==> config.mk <==
export PLATFORM = sky130hd
export DESIGN_NAME = int_helper_unit
export DESIGN_NICKNAME = d
export VERILOG_FILES = /design/src/rtl/int_helper_pkg.sv /design/src/rtl/int_helper_ctrl.sv /design/src/rtl/int_helper_dpath.sv /design/src/rtl/int_helper_unit.sv
export SDC_FILE = /design/constraint.sdc
export NUM_CORES = 1
export LEC_CHECK = 0
export CAP_MARGIN = 20
export CORE_MARGIN = 5
export CORE_UTILIZATION = 35
export DETAILED_ROUTE_END_ITERATION = 8
export SLEW_MARGIN = 5
export SYNTH_ARGS = -nofsm -noshare
export SYNTH_HDL_FRONTEND = slang
export SYNTH_SLANG_ARGS = --single-unit
==> constraint.sdc <==
create_clock -name clk -period 4.1 [get_ports clk]
set_clock_uncertainty 0.1 [all_clocks]
set_input_delay 0.615 -clock clk [delete_from_list [all_inputs] [get_ports clk]]
set_output_delay 0.615 -clock clk [all_outputs]
set_load 0.02 [all_outputs]
==> src/rtl/int_helper_pkg.sv <==
package int_helper_pkg;

  typedef enum logic [1:0] {
    OP_SCMP = 2'b00,
    OP_UCMP = 2'b01,
    OP_FIND = 2'b10,
    OP_CLZ  = 2'b11
  } opCode_t;

  typedef struct packed {
    logic    loadEn;
    logic    clearEn;
    opCode_t opSel;
  } ctrlStrobes_t;

endpackage

==> src/rtl/int_helper_ctrl.sv <==
module int_helper_ctrl
  import int_helper_pkg::*;
(
  input  logic         clk,
  input  logic         rst,
  input  logic         inValid,
  input  logic [1:0]   opIn,
  output ctrlStrobes_t strobes,
  output logic         outValid
);

  always_comb begin
    strobes.clearEn = rst;
    strobes.loadEn  = inValid && !rst;
    strobes.opSel   = opCode_t'(opIn);
  end

  always_ff @(posedge clk) begin
    if (rst) outValid <= 1'b0;
    else     outValid <= inValid;
  end

endmodule

==> src/rtl/int_helper_dpath.sv <==
module int_helper_dpath
  import int_helper_pkg::*;
#(
  parameter int DATA_W = 32,
  parameter int LANE_W = 8
) (
  input  logic              clk,
  input  ctrlStrobes_t      strobes,
  input  logic [DATA_W-1:0] opA,
  input  logic [DATA_W-1:0] opB,
  output logic [DATA_W-1:0] resultQ
);

  localparam int LANES = DATA_W / LANE_W;
  localparam int MSB   = DATA_W - 1;

  logic [DATA_W-1:0] diff;
  logic              signDiff;
  logic [DATA_W-1:0] signedCmp;
  logic [DATA_W-1:0] unsignedCmp;
  logic [LANES-1:0]  laneEq;
  logic [DATA_W-1:0] findIdx;
  logic [DATA_W-1:0] zeroCnt;
  logic [DATA_W-1:0] resultD;

  assign diff     = opB + ~opA + DATA_W'(1);
  assign signDiff = opA[MSB] ^ opB[MSB];

  always_comb begin
    signedCmp   = diff;
    unsignedCmp = diff;
    if (signDiff) begin
      signedCmp[MSB]   = opB[MSB];
      unsignedCmp[MSB] = opA[MSB];
    end
  end

  // laneEq[0] is the most significant lane
  for (genvar g = 0; g < LANES; g++) begin : gLane
    assign laneEq[g] = opA[MSB - g*LANE_W -: LANE_W] == opB[MSB - g*LANE_W -: LANE_W];
  end

  always_comb begin
    findIdx = '0;
    for (int i = LANES - 1; i >= 0; i--) begin
      if (laneEq[i]) findIdx = DATA_W'(i + 1);
    end
  end

  always_comb begin
    zeroCnt = DATA_W'(DATA_W);
    for (int i = 0; i < DATA_W; i++) begin
      if (opA[i]) zeroCnt = DATA_W'(DATA_W - 1 - i);
    end
  end

  always_comb begin
    unique case (strobes.opSel)
      OP_SCMP: resultD = signedCmp;
      OP_UCMP: resultD = unsignedCmp;
      OP_FIND: resultD = findIdx;
      OP_CLZ:  resultD = zeroCnt;
      default: resultD = '0;
    endcase
  end

  always_ff @(posedge clk) begin
    if (strobes.clearEn)     resultQ <= '0;
    else if (strobes.loadEn) resultQ <= resultD;
  end

endmodule

==> src/rtl/int_helper_unit.sv <==
module int_helper_unit
  import int_helper_pkg::*;
#(
  parameter int DATA_W = 32,
  parameter int LANE_W = 8
) (
  input  logic              clk,
  input  logic              rst,
  input  logic              in_valid,
  input  logic [1:0]        op,
  input  logic [DATA_W-1:0] a,
  input  logic [DATA_W-1:0] b,
  output logic              out_valid,
  output logic [DATA_W-1:0] result
);

  ctrlStrobes_t strobes;

  int_helper_ctrl uCtrl (
    .clk      (clk),
    .rst      (rst),
    .inValid  (in_valid),
    .opIn     (op),
    .strobes  (strobes),
    .outValid (out_valid)
  );

  int_helper_dpath #(.DATA_W(DATA_W), .LANE_W(LANE_W)) uDpath (
    .clk     (clk),
    .strobes (strobes),
    .opA     (a),
    .opB     (b),
    .resultQ (result)
  );

endmodule

==> Word-level counts from Yosys, hierarchy flattened <==
Cells that the tools add are included.
{ "op_classes": {"n_bitwise": 2, "n_eq_ne": 7, "n_mux": 39, "n_reduce_logical": 3, "n_addsub": 2} }
{ "ops": {"columns": ["cell", "n"], "rows": [
  ["2-to-1 mux 6 bit", 32],
  ["case mux 32 bit (4 select lines)", 1],
  ["adder 32 x 1 -> 32 bit (second input constant)", 1],
  ["adder 32 bit", 1],
  ["== test 8 bit", 4],
  ["NOT 32 bit", 1],
  ["2-to-1 mux 3 bit", 4],
  ["== test 2 bit (second input constant)", 2],
  ["== test 2 x 1 -> 1 bit (second input constant)", 1],
  ["zero test 2 bit", 1],
  ["2-to-1 mux 1 bit", 2],
  ["logical AND 1 bit", 1],
  ["zero test 1 bit", 1],
  ["bitwise XOR 1 bit", 1]
]} }
{ "totals": {"register_bits": 33, "word_cells": 55, "output_inout_bits": 33, "inputBits": 69} }

==> Logic depth before layout (Yosys ltp) <==
Gate-level depths: netlist (run 1).
{ "logic_depth": {"ltp_word": 33, "ltp_mapped": 15, "depth_no_buf": 15} }

==> Cells and area by module <==
A second synthesis (run 1) with hierarchy kept.
{ "unflattened": {"hier_cells": 419, "hier_area_um2": 3133.0} }
{ "modules_own_cells": {"columns": ["mod", "area_per_inst_um2", "seq_area_each_um2", "cells_per_inst", "n_inst"], "rows": [
  ["int_helper_dpath", 3078.0, 640.6, 413, 1],
  ["int_helper_ctrl", 55.1, 20.0, 6, 1]
]} }

==> Worst setup path before layout (run 1) <==
Ideal clock, no wire load.
{ "synth_path": {"kind": "input to register", "start": "input port a[6]", "end": "register uDpath.resultQ[31]", "setup_ps": 65, "stages": 14, "path_buffers": 0, "t_required_ps": 3935, "setup_slack_ps": 792, "arrival_time_ps": 3143, "path_cell_list": "inv_1 ha_1 or4_4 o2111ai_4 a211oi_2 o2111ai_2 a31oi_1 a21oi_2 o21bai_1 a21o_1 fa_1 mux2i_1 a22oi_1 nor2_1"} }
{ "synth_between": {"elab_chain_len": 5, "word_cells_on_any_way": 6, "cone_classes": "2 x add/sub; 3 x mux; 1 x bitwise"} }
{ "synth_lines": {"columns": ["item", "line_no", "source"], "rows": [
  ["from (decl)", "int_helper_unit.sv:11", "input logic [DATA_W-1:0] a,"],
  ["NOT 32 bit (*)", "int_helper_dpath.sv:26", "assign diff = opB + ~opA + DATA_W'(1);"],
  ["adder 32 bit (*)", "int_helper_dpath.sv:26", null],
  ["adder 32 x 1 -> 32 bit (*)", "int_helper_dpath.sv:26", null],
  ["2-to-1 mux 1 bit", "int_helper_dpath.sv:32", "if (signDiff) begin"],
  ["case mux 32 bit (4 select lines) (*)", "int_helper_dpath.sv:58", "unique case (strobes.opSel)"],
  ["to (signal assigned)", "int_helper_dpath.sv:69", "else if (strobes.loadEn) resultQ <= resultD;"],
  ["to (decl)", "int_helper_dpath.sv:11", "output logic [DATA_W-1:0] resultQ"]
]} }
Every way passes the cells marked *; elsewhere a longest branch is shown, timed or not.
A chain may end at the register's enable or synchronous reset.

==> Final worst setup path (run 1) <==
{ "layout_path": {"start": "input port a[1]", "end": "register uDpath.resultQ[31]"} }
Same word-level chain as after synthesis.

==> summary.md, run 1 <==
| Metric | Value |
|---|---|
| Outcome | `finished clean` |
| Warnings, synthesis | `0` |
| Root buffer cell | `clkbuf_8` |
| Leak | `1.83 nW` |
| Leading area contributor after synthesis | `dfxtp_1` |
| Die W | `106 um` |
| Top-area cell type share of the netlist area | `20.7%` |
| Most frequent cells in the layout | `clkdlybuf4s50_1, nor2_1, inv_1, a21oi_1, dfxtp_1` |
| Antenna cells | `0` |
| GRT Total Usage | `19.4%` |
| Most used flip-flop cell after synthesis | `dfxtp_1` |
| WP data required | `4.23 ns` |
| Crit-path max FO | `4` |
| Clk slew on worst S/H paths | `0.08 ns` |
| Pwr Density | `260 nW/um^2` |
| Area of the core | `8810 um^2` |
| Layout cell share with drive strength beyond 1 | `5.16%` |
| Total die area | `11100 um^2` |
| Synth top area cells | `dfxtp_1, ha_1, a21oi_1, nor2_1, inv_1` |
| Area Overhead vs Synth | `40.3%` |
| Ports | `102` |
| Largest net degree at the start of global routing | `27` |
| Post-cts hold buffer count | `0` |
| RSZ-0062 raised after global routing | `no` |
| Final worst-path cycle share | `91.4%` |
| VDD IR-drop max | `0.124 mV` |
| Max cap viols | `0` |
| CP Capture Type | `register` |
| Total grt overflow | `0` |
| Htree depth | `2` |
| Min Tclk post-route | `3.75 ns` |
| Placer Congestion | `0.881` |
| Commonest non-fill, non-tap cell in the layout | `clkdlybuf4s50_1` |
| Pre-antenna DRT Iters | `5` |
| Row Count | `34` |
| Syn Inst Count | `435` |
| Worst hold path type | `reg2reg` |
| Buffer count from post-CTS setup fixing | `0` |
| Pre-CTS setup slack | `0.0459 ns` |
| Vias/cell | `5.40` |
| CTS tree | `built` |
| DIE HEIGHT | `106 um` |
| Maximum clock rate | `0.267 GHz` |
| Routed vias | `3516` |
| Clk Latency, worst-skew pair | `0.29 ns` |
| DRT Wirelength | `11.1 mm` |
| PortBufs | `101` |
| Clock buffer depth | `2` |
| Yosys reg bits | `33` |
| Final Net Count | `645` |
| # setup viols final | `0` |
| Final Non-Filler Cells | `651` |
| Post_cts resized | `0` |
| Wire per inst | `17.0 um` |
| Final HPWL DP | `8.88 mm` |
| Max_slew headroom | `41.3%` |
| Worst Tran Pin Value | `0.880 ns` |
| Synth cell types | `52` |
| Final Max Slew Viols | `0` |
| Hold Vio Cnt, Final | `0` |
| CP Launch Type | `input port` |
| Post-route DRC | `0` |
| First-pass GRT wire length | `17.9 mm` |
| Sequential area share after synthesis | `20.7%` |
| Setup ws final | `0.353 ns` |
| Placed cells | `643` |
| Asr flop ratio synth | `0%` |
| Antenna violations before repair | `0` |
| Arrival time worst endpoint | `3.88 ns` |
| Vias in the first global route | `3610` |
| Kind of critical path | `in2reg` |
| Fin Setup TNS | `0 ns` |
| Clock tree sinks | `33` |
| Num CTS Buffers | `5` |
| Area after DPL | `4370 um^2` |
| Syn avg cell area | `7.35 um^2` |
| Synth Cell Area | `3200 um^2` |
| Drt first-iter violations | `130` |
| Final ANT Viol Nets | `0` |
| Final Instance Area | `4480 um^2` |
| Post-synth EDFFs | `0` |
| Starting density of the core | `36.3%` |
| Mapped Nets | `538` |
==> Yosys cell counts, types with 3 or more instances <==
master,count
a211oi_1,8
a21o_1,7
a21oi_1,42
a21oi_2,3
a22oi_1,17
a311oi_1,3
and2_1,5
and3_1,3
clkbuf_1,9
dfxtp_1,33
fa_1,3
ha_1,31
inv_1,46
nand2_1,27
nand2b_1,7
nand3_1,9
nand4_1,5
nor2_1,49
nor2b_1,7
nor3_1,10
nor3b_1,4
nor4_1,8
o21a_1,5
o21ai_0,24
o21ai_1,8
o21bai_1,3
o311ai_0,3
o31ai_1,4
or2_2,3
xnor2_1,15
xor2_1,7
==> power by group <==
group | internal (mW) | switching (mW)
clock network | 0.198 | 0.132
registers | 0.339 | 0.00970
logic | 0.231 | 0.255
==> worst max-delay path, cell delays in order <==
cell and delay, ns:
clkdlybuf4s50_1 0.47, inv_1 0.08, ha_1 0.31, nor2b_1 0.14, o31a_2 0.34, o2111ai_4 0.27
a211oi_2 0.14, o2111ai_2 0.20, a31oi_1 0.12, a21oi_2 0.19, o21bai_1 0.08, a21o_1 0.21
fa_1 0.37, mux2i_1 0.14, a22oi_1 0.08, nor2_1 0.11
==> metrics by stage <==
step	total power [mW]	utilization, %	hold slack, ns
floorplan	0.649	-	0.423
global placement	0.835	49.6	0.337
detailed placement	0.836	49.6	0.340
CTS	1.18	50.9	0.352
global route	1.24	50.9	0.377
finish	1.16	50.9	0.349
==> state kept, by name, summed over array words and instances (netlist names) <==
| signal | cells |
|---|---|
| uDpath.resultQ | 32 |
| uCtrl.outValid | 1 |
==> per-layer routing <==
layer	vias up	wire (um)	GRT usage [%]
met5	-	0	0
met4	0	82	3.33
met3	8	687	4.10
met2	103	5120	32.6
met1	1622	5180	26.1
li1	1783	-	-
==> worst paths after layout <==
path                      startpoint                 end  slack, ns  depth (start not counted)
setup / recovery                a[1]  uDpath.resultQ[31]       0.35                         16
hold / removal    uDpath.resultQ[28]  uDpath.resultQ[28]       0.35                          2
setup reg to reg   uDpath.resultQ[1]   uDpath.resultQ[1]       2.79                          3
hold reg to reg   uDpath.resultQ[28]  uDpath.resultQ[28]       0.35                          2
==> cells by family (layout without fill, tap and decap cells) <==
logic type / after synthesis / after routing / synth area share (%)
flip-flops: 33 / 33 / 20.7
multiplexers: 2 / 2 / 0.626
AND/OR/NAND/NOR: 143 / 143 / 21.8
buffers and inverters: 56 / 164 / 6.70
XOR/XNOR: 22 / 22 / 6.03
AO/OA/AOI/OAI: 145 / 145 / 30.1
adder cells (fa/ha/maj): 34 / 34 / 14.0
==> area by class of cell <==
cell class | count | area [um^2]
flip-flops and latches | 33 | 661
clock buffers | 7 | 86.3
inverters | 46 | 173
repair buffers | 110 | 1080
multi-input cells | 346 | 2320
clock inverters | 1 | 30.0
well taps | 108 | 135
fillers | 906 | 4320
No activity file was read; power rests on OpenSTA's default activity.
==> inputs of run 2 (changes only) <==
- CORE_ASPECT_RATIO: unset -> 2
- CORE_UTILIZATION: 35 -> 48
- PLACE_DENSITY: unset -> 0.83
==> run 2 against run 1 <==
Against the previous run: non-clock buffer count unchanged; worst hold slack got worse by 0.0038 ns; total power increased by 11%; sequential power hardly changed; sequential share of layout area down 0.10 points.
==> summary.md, run 2 (synthesis results as in run 1) <==
| Metric | Value |
|---|---|
| Fin Setup TNS | `0 ns (unchanged)` |
| Clk Latency, worst-skew pair | `0.28 ns (about the same)` |
| Routed vias | `3731 (+6.1%)` |
| Post-cts hold buffer count | `0 (unchanged)` |
| Area of the multi-input gates | `2320 um^2 (unchanged)` |
| # setup viols final | `0 (unchanged)` |
| Clock tree sinks | `33 (unchanged)` |
| Hold Vio Cnt, Final | `0 (unchanged)` |
| Biggest regs | `uDpath.resultQ (32), uCtrl.outValid (1)` |
| Hold Path Sink | `uDpath.resultQ[29]` |
| Final ANT Viol Nets | `0 (unchanged)` |
| Area after DPL | `4340 um^2 (-0.57%)` |
| Die W | `67.7 um (-36%)` |
| Hold depth | `2 (unchanged)` |
| Pre-antenna DRT Iters | `5 (unchanged)` |
| Pwr Density | `286 nW/um^2 (+10%)` |
| Htree depth | `2 (unchanged)` |
| Min Tclk post-route | `3.74 ns (-0.00417 ns)` |
| Worst hold path type | `reg2reg` |
| Post-route DRC | `0 (unchanged)` |
| VDD IR-drop max | `0.217 mV (+74%)` |
| Placed cells | `623 (-3.1%)` |
| Arrival time worst endpoint | `3.86 ns (-0.02 ns)` |
| DIE HEIGHT | `125 um (+19%)` |
| Worst Tran Pin Value | `0.784 ns (-0.0959 ns)` |
| GRT Total Usage | `26.2% (+6.7 points)` |
| RSZ-0062 raised after global routing | `no` |
| Starting density of the core | `48.6% (+12 points)` |
| Clock buffer depth | `2 (unchanged)` |
| R2R Path Start | `uDpath.resultQ[1]` |
| Max_slew headroom | `47.7% (+6.4 points)` |
| Final worst-path cycle share | `91.3% (-0.10 points)` |
| Wire per inst | `17.4 um (+2.4%)` |
| Root buffer cell | `clkbuf_16` |
| Layout cell share with drive strength beyond 1 | `5.16% (unchanged)` |
| CP Capture Type | `register` |
| Ports | `102 (unchanged)` |
| Final Net Count | `645 (unchanged)` |
| Final Max Slew Viols | `0 (unchanged)` |
| Row Count | `42 (+24%)` |
| Antenna violations before repair | `0 (unchanged)` |
| Outcome | `finished clean` |
| Max reg flops | `32 (unchanged)` |
| Vias in the first global route | `3776 (+4.6%)` |
| CTS tree | `built` |
| Fillcell total | `595 (-34%)` |
| Worst R2R Setup Slack | `2.67 ns (-0.12 ns)` |
| Total grt overflow | `0 (unchanged)` |
| Buffer count from post-CTS setup fixing | `0 (unchanged)` |
| R2R depth | `3 (unchanged)` |
| Crit-path max FO | `6 (+2)` |
| Antenna cells | `0 (unchanged)` |
| DRT Wirelength | `11.0 mm (-0.77%)` |
| WP data required | `4.22 ns (about the same)` |
| Register Area | `661 um^2 (unchanged)` |
| First-pass GRT wire length | `17.1 mm (-4.3%)` |
| Final Instance Area | `4520 um^2 (+0.70%)` |
| Pwr Total | `1.29 mW (+11%)` |
| Largest Register | `uDpath.resultQ` |
| Num CTS Buffers | `5 (unchanged)` |
| FF-to-FF End | `uDpath.resultQ[1]` |
| Maximum clock rate | `0.267 GHz (+0.11%)` |
| Commonest non-fill, non-tap cell in the layout | `clkdlybuf4s50_1` |
| Max cap viols | `0 (unchanged)` |
| CP Launch Type | `input port` |
| Largest net degree at the start of global routing | `27 (unchanged)` |
| Drt first-iter violations | `288 (+120%)` |
| Hold Worst Slack | `0.345 ns (-0.00378 ns)` |
| Most frequent cells in the layout | `clkdlybuf4s50_1, nor2_1, inv_1, a21oi_1, dfxtp_1` |
| Post_cts resized | `0 (unchanged)` |
| PortBufs | `101 (unchanged)` |
| Total die area | `8490 um^2 (-24%)` |
| Hold path start | `uDpath.resultQ[29]` |
| Kind of critical path | `in2reg` |
| Final Non-Filler Cells | `631 (-3.1%)` |
| Leak | `1.85 nW (+1.4%)` |
| Area Overhead vs Synth | `41.3%` |
| Area of the core | `6570 um^2 (-25%)` |
| Final HPWL DP | `8.97 mm (+1.0%)` |
| Clk slew on worst S/H paths | `0.05 ns (-0.03 ns)` |
| Placer Congestion | `0.945 (+7.2%)` |
| Vias/cell | `5.91 (+9.5%)` |
run 2: area by class of cell:
class	count	share of cell area (%)
clock buffers	7	3.16
clock inverters	1	0.665
inverters	46	3.82
multi-input cells	346	51.4
flip-flops and latches	33	14.6
well taps	88	2.44
repair buffers	110	23.9
run 2: metal layers:
| metal | vias to the layer above | GRT usage [%] | wire [um] |
|---|---|---|---|
| met1 | 1718 | 25.0 | 3720 |
| li1 | 1790 | - | - |
| met5 | - | 0 | 0 |
| met3 | 51 | 4.22 | 678 |
| met2 | 172 | 49.1 | 6000 |
| met4 | 0 | 14.8 | 582 |
run 2: how the worst max path moves through the flow:
stage          slack (ns)   from                  to
2_1_floorplan        0.79   a[6]  uDpath.resultQ[31]
3_3_place_gp         0.14   a[1]  uDpath.resultQ[31]
3_5_place_dp          0.1   a[1]  uDpath.resultQ[31]
4_1_cts              0.37   a[1]  uDpath.resultQ[31]
5_1_grt              0.07  a[16]  uDpath.resultQ[31]
6_report             0.36  a[16]  uDpath.resultQ[31]
run 2: worst max-delay path, cell delays in order:
cell and delay, ns:
clkdlybuf4s50_1 0.55, inv_1 0.06, ha_1 0.37, a21oi_1 0.16, o221ai_1 0.13, a21oi_1 0.27
nand3_1 0.15, o2111ai_2 0.24, a31oi_1 0.14, a21oi_2 0.20, o21bai_1 0.08, a21o_1 0.21
fa_1 0.36, mux2i_1 0.14, a22oi_1 0.08, nor2_1 0.11
run 2: power breakdown:
part / total, mW / internal [mW] / switching [mW]
Sequential: 0.350 / 0.339 / 0.0105
Clock: 0.451 / 0.304 / 0.147
Combinational: 0.491 / 0.231 / 0.260
run 2: through the flow:
stage	setup WS, ns	util, %
after floorplan	0.792	-
after global placement	0.139	66.1
after detailed placement	0.0993	66.1
after CTS	0.371	68.7
after global routing	0.0657	68.7
final	0.357	68.7
